<file path="src/rtl/dmaflag_pkg.sv">
package dmaflag_pkg;

    localparam int unsigned DATA_W    = 32;
    localparam int unsigned BE_W      = DATA_W / 8;
    localparam int unsigned GROUP_W   = 6;
    localparam int unsigned HALF_SPAN = 16;
    localparam int unsigned KIND_N    = 5;

    typedef struct packed {
        logic done;
        logic half;
        logic xfer_err;
        logic dm_err;
        logic fifo_err;
    } evt_flags_t;

    typedef enum logic [1:0] {
        RD_NONE   = 2'd0,
        RD_STATUS = 2'd1,
        RD_CLEAR  = 2'd2
    } rd_sel_t;

    // Streams pair up inside each 16-bit half of the word.
    function automatic int unsigned group_base(int unsigned s);
        return (s % 2) * GROUP_W + (s / 2) * HALF_SPAN;
    endfunction

    function automatic logic [GROUP_W-1:0] pack_group(evt_flags_t f);
        return {f.done, f.half, f.xfer_err, f.dm_err, 1'b0, f.fifo_err};
    endfunction

    function automatic evt_flags_t unpack_group(logic [GROUP_W-1:0] g);
        evt_flags_t f;
        f.fifo_err = g[0];
        f.dm_err   = g[2];
        f.xfer_err = g[3];
        f.half     = g[4];
        f.done     = g[5];
        return f;
    endfunction

    function automatic logic [DATA_W-1:0] used_mask(int unsigned ns);
        logic [DATA_W-1:0] m;
        m = '0;
        for (int unsigned i = 0; i < ns; i++) begin
            m[group_base(i) +: GROUP_W] = pack_group('1);
        end
        return m;
    endfunction

endpackage

</file>
<file path="src/rtl/dmaflag_bus.sv">
module dmaflag_bus
    import dmaflag_pkg::*;
#(
    parameter int unsigned ADDR_W      = 8,
    parameter int unsigned NUM_STREAMS = 4,
    parameter int unsigned STATUS_OFS  = 0,
    parameter int unsigned CLEAR_OFS   = 8
) (
    input  logic                         clk,
    input  logic                         rst,
    input  logic [ADDR_W-1:0]            addr,
    input  logic                         wr,
    input  logic [BE_W-1:0]              be,
    input  logic [DATA_W-1:0]            wdata,
    input  logic [DATA_W-1:0]            status_word,
    output evt_flags_t                   clr [NUM_STREAMS],
    output logic [DATA_W-1:0]            rdata
);

    localparam logic [ADDR_W-1:0] ST_A = ADDR_W'(STATUS_OFS);
    localparam logic [ADDR_W-1:0] CL_A = ADDR_W'(CLEAR_OFS);

    logic    full_word;
    logic    clr_hit;
    rd_sel_t rsel;

    assign full_word = (be == {BE_W{1'b1}});
    assign clr_hit   = wr && full_word && (addr == CL_A);

    always_comb begin
        for (int unsigned i = 0; i < NUM_STREAMS; i++) begin
            clr[i] = clr_hit ? unpack_group(wdata[group_base(i) +: GROUP_W])
                             : evt_flags_t'('0);
        end
    end

    always_comb begin
        rsel = RD_NONE;
        if (full_word) begin
            if (addr == ST_A)      rsel = RD_STATUS;
            else if (addr == CL_A) rsel = RD_CLEAR;
        end
    end

    always_comb begin
        unique case (rsel)
            RD_STATUS: rdata = status_word;
            default:   rdata = '0;
        endcase
    end

    assert_clear_reads_zero_R9: assert property (@(posedge clk) disable iff (rst)
        (addr != ST_A) |-> (rdata == '0));

    assert_partial_no_clear_R8: assert property (@(posedge clk) disable iff (rst)
        (be != {BE_W{1'b1}}) |-> (clr[0] == '0 && rdata == '0));

endmodule

</file>
<file path="src/rtl/dmaflag_stream.sv">
module dmaflag_stream
    import dmaflag_pkg::*;
(
    input  logic       clk,
    input  logic       rst,
    input  evt_flags_t set,
    input  evt_flags_t clr,
    input  logic       irq_en,
    output evt_flags_t flags,
    output logic       irq
);

    evt_flags_t flags_q;
    logic [KIND_N-1:0] set_v, clr_v, flg_v;

    assign set_v = set;
    assign clr_v = clr;
    assign flg_v = flags_q;

    always_ff @(posedge clk) begin
        if (rst) flags_q <= '0;
        else     flags_q <= evt_flags_t'((flg_v & ~clr_v) | set_v);
    end

    assign flags = flags_q;
    assign irq   = irq_en && (flg_v != '0);

    assert_set_lands_R4: assert property (@(posedge clk) disable iff (rst)
        (set_v != '0) |=> ((flg_v & $past(set_v)) == $past(set_v)));

    assert_quiet_hold_R4: assert property (@(posedge clk) disable iff (rst)
        (set_v == '0 && clr_v == '0) |=> $stable(flg_v));

    assert_clear_drops_R5: assert property (@(posedge clk) disable iff (rst)
        ((clr_v & ~set_v) != '0) |=> ((flg_v & $past(clr_v & ~set_v)) == '0));

    assert_set_wins_R6: assert property (@(posedge clk) disable iff (rst)
        ((set_v & clr_v) != '0) |=> ((flg_v & $past(set_v & clr_v)) == $past(set_v & clr_v)));

    assert_irq_gated_R10: assert property (@(posedge clk) disable iff (rst)
        !irq_en |-> !irq);

endmodule

</file>
<file path="src/rtl/dmaflag_status.sv">
module dmaflag_status
    import dmaflag_pkg::*;
#(
    parameter int unsigned ADDR_W      = 8,
    parameter int unsigned NUM_STREAMS = 4,
    parameter int unsigned STATUS_OFS  = 0,
    parameter int unsigned CLEAR_OFS   = 8
) (
    input  logic                   clk,
    input  logic                   rst,
    input  logic [ADDR_W-1:0]      bus_addr,
    input  logic                   bus_wr,
    input  logic [3:0]             bus_be,
    input  logic [31:0]            bus_wdata,
    output logic [31:0]            bus_rdata,
    input  logic [NUM_STREAMS-1:0] ev_fifo_err,
    input  logic [NUM_STREAMS-1:0] ev_dm_err,
    input  logic [NUM_STREAMS-1:0] ev_xfer_err,
    input  logic [NUM_STREAMS-1:0] ev_half,
    input  logic [NUM_STREAMS-1:0] ev_done,
    input  logic [NUM_STREAMS-1:0] irq_en,
    output logic [NUM_STREAMS-1:0] irq
);

    localparam logic [DATA_W-1:0] USED = used_mask(NUM_STREAMS);

    evt_flags_t        clr_g [NUM_STREAMS];
    evt_flags_t        flg_g [NUM_STREAMS];
    logic [DATA_W-1:0] status_word;

    dmaflag_bus #(
        .ADDR_W(ADDR_W), .NUM_STREAMS(NUM_STREAMS),
        .STATUS_OFS(STATUS_OFS), .CLEAR_OFS(CLEAR_OFS)
    ) u_bus (
        .clk(clk), .rst(rst), .addr(bus_addr), .wr(bus_wr), .be(bus_be),
        .wdata(bus_wdata), .status_word(status_word),
        .clr(clr_g), .rdata(bus_rdata)
    );

    for (genvar g = 0; g < NUM_STREAMS; g++) begin : g_stream
        evt_flags_t set_g;
        always_comb begin
            set_g.fifo_err = ev_fifo_err[g];
            set_g.dm_err   = ev_dm_err[g];
            set_g.xfer_err = ev_xfer_err[g];
            set_g.half     = ev_half[g];
            set_g.done     = ev_done[g];
        end
        dmaflag_stream u_str (
            .clk(clk), .rst(rst), .set(set_g), .clr(clr_g[g]),
            .irq_en(irq_en[g]), .flags(flg_g[g]), .irq(irq[g])
        );
    end

    always_comb begin
        status_word = '0;
        for (int unsigned i = 0; i < NUM_STREAMS; i++) begin
            status_word[group_base(i) +: GROUP_W] = pack_group(flg_g[i]);
        end
    end

    assert_rsvd_zero_R3: assert property (@(posedge clk) disable iff (rst)
        ((bus_rdata & ~USED) == '0));

    assert_reset_clean_R1: assert property (@(posedge clk)
        rst |=> (status_word == '0));

    assert_status_write_ignored_R7: assert property (@(posedge clk) disable iff (rst)
        (bus_addr == ADDR_W'(STATUS_OFS)) |-> (clr_g[0] == '0 && clr_g[NUM_STREAMS-1] == '0));

endmodule

</file>
<file path="config.mk">
export PLATFORM = sky130hd
export DESIGN_NAME = dmaflag_status
export DESIGN_NICKNAME = d
export VERILOG_FILES = /design/src/rtl/dmaflag_pkg.sv /design/src/rtl/dmaflag_bus.sv /design/src/rtl/dmaflag_stream.sv /design/src/rtl/dmaflag_status.sv
export SDC_FILE = /design/constraint.sdc
export NUM_CORES = 1
export LEC_CHECK = 0
export BUFFER_PORTS_ARGS = -buffer_cell sky130_fd_sc_hd__buf_2
export CORE_MARGIN = 5
export CORE_UTILIZATION = 40
export CTS_CLUSTER_SIZE = 14
export DETAILED_ROUTE_END_ITERATION = 8
export GPL_ROUTABILITY_DRIVEN = 0
export PLACE_DENSITY = 0.82
export SYNTH_ARGS = -nofsm -noshare
export SYNTH_HDL_FRONTEND = slang
export SYNTH_SLANG_ARGS = --single-unit
</file>
<file path="constraint.sdc">
create_clock -name clk -period 2.2 [get_ports clk]
set_input_delay 0 -clock clk [delete_from_list [all_inputs] [get_ports clk]]
set_output_delay 0 -clock clk [all_outputs]
set_load 0.02 [all_outputs]
</file>
==> summary.txt, run 1 <==
Pwr/cell area - 429 nW/um^2
Num ports - 107
GR Util All Layers - 0.184
# H-tree levels - 1
Register area - 400 sq um
GRT busiest layer - met2
Chip height - 64.8 microns
Post-DP HPWL - 2710 microns
DRT antenna net count - 0
Layout Utilization - 0.696
Area Growth Syn to Fin - 63.8%
CP Cell Sequence - buf_2 -> or4_4 -> nor4_4 -> buf_4 -> a311oi_1 -> dlygate4sd3_1
Final layout net count - 331
Worst Hold Class - in -> out
First-pass GRT wire length - 6150 microns
CP Capture Type - flip-flop
GR Util met3 - 0.0604
Clock transition at path regs - 110 ps
Synthesized area - 1200 sq um
Post-Syn Area per Cell - 8.24 sq um
Crit path DAT - 1960 ps
Slowest cell on the critical path - or4_4
Longest Clk Path Bufs - 2
M2 GR Usage - 0.354
WP data required - 2390 ps
Die width - 64.8 microns
Max Cap Viol - 0
Cell area after placement - 1530 sq um
Post-synth top area share - 0.333
Maximum fanout along the worst path - 21
CORE AREA - 2830 sq um
CTS buffer count - 3
Worst path bufs/invs - 3
GR Util met1 - 0.200
Count of input and output buffers - 82
Layout fillers - 249
Post-synth cell types - 18
Synth area leader - dfxtp_1
Vias - 1442
Via density per instance - 4.97
CP startpoint kind - input pin
Initial DRT Pass Iterations - 5
RSZ-0062 raised after global routing - no
Worst-Skew Late Latency - 300 ps
Hold-fix buffers, CTS - 40
Final worst slack - 438 ps
Multi-input combinational cell area - 574 sq um
Internal reg-to-reg setup slack - 870 ps
Max reg flops - 20
Final Setup Violations - 0
CTS Sinks - 20
Slew Limit Fails - 0
Pin count of the biggest net entering global routing - 22
Post-CTS Resized - 0
CTS tree - built
Ys async rst share - 0
Skew final - 0 ps
Post-synth EDFFs - 0
Sequential-to-total area share from yosys stat - 0.333
Synthesis Warnings - 0
WP depth - 6
Slowest stage delay, CP - 670 ps
Setup Crit Path Kind - in -> reg
Die area - 4200 sq um
Initial antenna violation count - 0
Wire length per cell - 13.6 microns
Setup TNS - 0 ps
Most common cell in the synthesized netlist - inv_1
P_leak - 1.01 nW
Rows - 19
Root buffer cell - clkbuf_4
Worst r2r path cells - 3
Worst vdd ir - 0.000459 V
Initial core utilization - 0.425
Gr ovfl total - 0
DRC errors left - 0
Total Power - 0.845 mW
Top cells by count, synth - inv_1 (25), a311oi_1 (20), dfxtp_1 (20), nor2_1 (20), buf_4 (16)
Hold-critical path depth - 3
Number of synthesized register bits - 20
Status - finished clean
Diode count - 0
Cell area after layout - 1970 sq um
Cell family with most CP delay - simple AND/OR/NAND/NOR gates
Top post-synthesis cells by area - dfxtp_1 (33%), a311oi_1 (15%), nor4b_1 (11%)
Routed WL - 3950 microns
Synth Flop Type - dfxtp_1
Layout cell share with drive strength beyond 1 - 0.351
Postcts setup bufs - 0
Mapped Cells - 146
Crit share post-route - 0.801
Dpl ws - 679 ps
Max Clock Freq - 568 MHz
Initial DRC count - 60
Final hold viol count - 0
Tmin final - 1760 ps
Vias in the first global route - 1411
## path summary, 6_finish.rpt
path | endpoint | start
worst max-delay path | g_stream[2].u_str.flags[1] | bus_addr[5]
worst min-delay path | irq[3] | irq_en[3]
worst max register to register | g_stream[0].u_str.flags[1] | g_stream[0].u_str.flags[1]
worst min register to register | g_stream[1].u_str.flags[4] | g_stream[1].u_str.flags[4]
## metal layers
layer  share of wire  routed length [microns]  up-vias
li1                -                        -      722
met1            0.39                     1540      656
met2            0.52                     2040       62
met3           0.090                      356        2
met4          0.0033                       13        0
met5               0                        0        -
## cells in the final DEF (no fill, tap or decap), drive strengths merged
| cell | Yosys | routed |
|---|---|---|
| conb | 1 | 12 |
| dfxtp | 20 | 20 |
| a21boi | 4 | 4 |
| nor2 | 20 | 20 |
| nand3b | 1 | 1 |
| nand2 | 1 | 1 |
| or2 | 1 | 1 |
| clkbuf | 6 | 4 |
| inv | 25 | 25 |
| dlygate4sd3 | 0 | 40 |
| a311oi | 20 | 20 |
| nor4 | 10 | 10 |
| nand4bb | 1 | 1 |
| nor4b | 15 | 15 |
| or4 | 1 | 1 |
| buf | 20 | 84 |
## cell families after synthesis
group / Yosys count / synth area share
compound gates: 24 / 0.171
buf+inv: 51 / 0.224
flops: 20 / 0.333
other cells: 1 / 0.00312
simple gates: 50 / 0.270
## power by group
| part | internal [mW] | total [mW] | switching [mW] |
|---|---|---|---|
| combinational | 0.125 | 0.222 | 0.0974 |
| sequential | 0.388 | 0.407 | 0.0181 |
| clock | 0.101 | 0.216 | 0.115 |
| total | 0.614 | 0.845 | 0.231 |
## worst reg2reg max path: cells and delay by family (launching register included)
family	cells	cell delay, ps
compound gates	1	250
buf+inv	1	590
simple gates	1	60
flops	1	380
## area by class of cell
| cell class | count | area share |
|---|---|---|
| Clock buffer | 4 | 0.0184 |
| Inverter | 25 | 0.0476 |
| Multi-Input combinational cell | 86 | 0.292 |
| Sequential cell | 20 | 0.203 |
| Tap cell | 31 | 0.0197 |
| Timing Repair Buffer | 124 | 0.419 |
## metrics by stage
step	instances	hold slack, ps
global placement	246	193
global route	290	360
CTS	290	355
detailed placement	246	197
floorplan	157	109
finish	290	354
No activity file was read; power rests on OpenSTA's default activity.
==> run 2, diff against run 1 <==
CORE_UTILIZATION = 34   (was 40)
PLACE_DENSITY = 0.74   (was 0.82)
clock period = 1.6 ns   (was 2.2 ns; I/O delays follow)
==> summary.txt, run 2 (synthesis gave the netlist of run 1 again) <==
GR Util All Layers - 0.161
Worst Hold Class - in -> reg
Worst vdd ir - 0.000396 V
Count of input and output buffers - 82
Initial core utilization - 0.355
Most frequent cells in the layout - buf_2 (82), dlygate4sd3_1 (28), inv_1 (25)
Total Power - 1.28 mW
Postcts setup bufs - 0
Initial DRC count - 66
Slew Limit Fails - 0
P_leak - 1.15 nW
Pin count of the biggest net entering global routing - 22
RSZ-0062 raised after global routing - no
DRC errors left - 0
Worst path bufs/invs - 2
Internal reg-to-reg setup slack - 660 ps
Max reg flops - 20
Reg-to-Reg Start - g_stream[2].u_str.flags[0]
Longest Clk Path Bufs - 2
Diode count - 0
Slowest cell on the critical path - or2_2
Chip height - 69.5 microns
Cell family with most CP delay - simple AND/OR/NAND/NOR gates
Maximum fanout along the worst path - 20
Worst r2r path cells - 3
Worst reg2reg endpoint - g_stream[2].u_str.flags[0]
Post-DP HPWL - 2670 microns
Die width - 69.5 microns
Setup TNS - 0 ps
Clock transition at path regs - 110 ps
Initial DRT Pass Iterations - 4
Worst-Skew Late Latency - 290 ps
Pwr/cell area - 622 nW/um^2
Num ports - 107
Crit share post-route - 0.867
CP Capture Type - primary output
Die area - 4830 sq um
CORE AREA - 3390 sq um
Status - finished clean
Tmin final - 1390 ps
Startpoint of the worst hold path - rst
Routed WL - 4020 microns
Rows - 21
Final worst slack - 213 ps
Commonest non-fill, non-tap cell in the layout - buf_2
Max Clock Freq - 721 MHz
Dpl ws - 205 ps
Area Growth Syn to Fin - 71.5%
Wire length per cell - 13.1 microns
Vias - 1456
Setup Crit Path Kind - in -> out
Skew final - 0 ps
Cell area after layout - 2060 sq um
Vias in the first global route - 1506
# H-tree levels - 1
Layout cell share with drive strength beyond 1 - 0.356
Hold-critical path depth - 2
Slowest stage delay, CP - 480 ps
Gr ovfl total - 0
CP startpoint kind - input pin
DRT antenna net count - 0
Crit path DAT - 1390 ps
First-pass GRT wire length - 6530 microns
Final hold viol count - 0
CTS buffer count - 3
CP dominant cell by count - buf_2
CTS Sinks - 20
CP Cell Sequence - buf_2 -> nand3b_1 -> or2_2 -> nor4b_1 -> buf_2
Hold EP - g_stream[3].u_str.flags[2]
Final layout net count - 333
Cell area after placement - 1580 sq um
Initial antenna violation count - 0
Root buffer cell - clkbuf_4
Final Setup Violations - 0
Via density per instance - 4.74
Max Cap Viol - 0
CTS tree - built
WP data required - 1600 ps
-- run 2: changes by cell type in the layout (fill, tap and decap cells not counted), sizes merged --
| cell | change |
|---|---|
| buf | +2 |
| bufinv | +1 |
| clkbuf | -1 |
| dlygate4sd3 | -12 |
| dlymetal6s4s | +12 |
-- run 2: worst max path at each step --
| stage | slack [ps] | cells past startpoint | start | end |
|---|---|---|---|---|
| floorplan | 90 | 3 | bus_addr[5] | bus_rdata[0] |
| global placement | 220 | 5 | bus_addr[5] | g_stream[0].u_str.flags[3] |
| detailed placement | 200 | 5 | bus_addr[5] | g_stream[3].u_str.flags[1] |
| CTS | 20 | 6 | bus_addr[5] | g_stream[3].u_str.flags[4] |
| global route | 110 | 5 | bus_addr[2] | bus_rdata[10] |
| finish | 210 | 5 | bus_addr[2] | bus_rdata[20] |
-- run 2: through the flow --
stage | std cells | utilization | hold WS (ps)
after CTS | 307 | 0.599 | 151
after global placement | 263 | 0.466 | 193
after detailed placement | 263 | 0.466 | 197
final | 307 | 0.608 | 161
after floorplan | 157 | - | 109
after global routing | 307 | 0.608 | 177
-- run 2: layout make-up --
| type | instances | area [sq um] |
|---|---|---|
| timing repair buffer | 126 | 883 |
| clock inverter | 1 | 30.0 |
| sequential | 20 | 400 |
| clock buffer | 3 | 22.5 |
| multi-input combinational | 86 | 574 |
| fill | 300 | 1330 |
| inverter | 25 | 93.8 |
| tap | 46 | 57.6 |
-- run 2: per-layer routing --
metal,vias up,GRT usage,part of all wire
li1,726,-,-
met1,662,0.168,0.39
met2,64,0.306,0.52
met3,4,0.0333,0.077
met4,0,0.0651,0.014
met5,-,0,0
-- run 2: timing repair --
action                                 CTS  global route
setup endpoints to repair                0            12
resized for setup                        0            12
hold buffers                            40             0
endpoints found under the hold margin   20             0
-- run 2: power by group --
group          internal, mW  leakage (nW)  switching [mW]  total (mW)
clock network         0.253        0.0279           0.160       0.413
registers             0.534         0.168          0.0239       0.558
logic                 0.177         0.958           0.134       0.311
total                 0.964          1.15           0.318        1.28
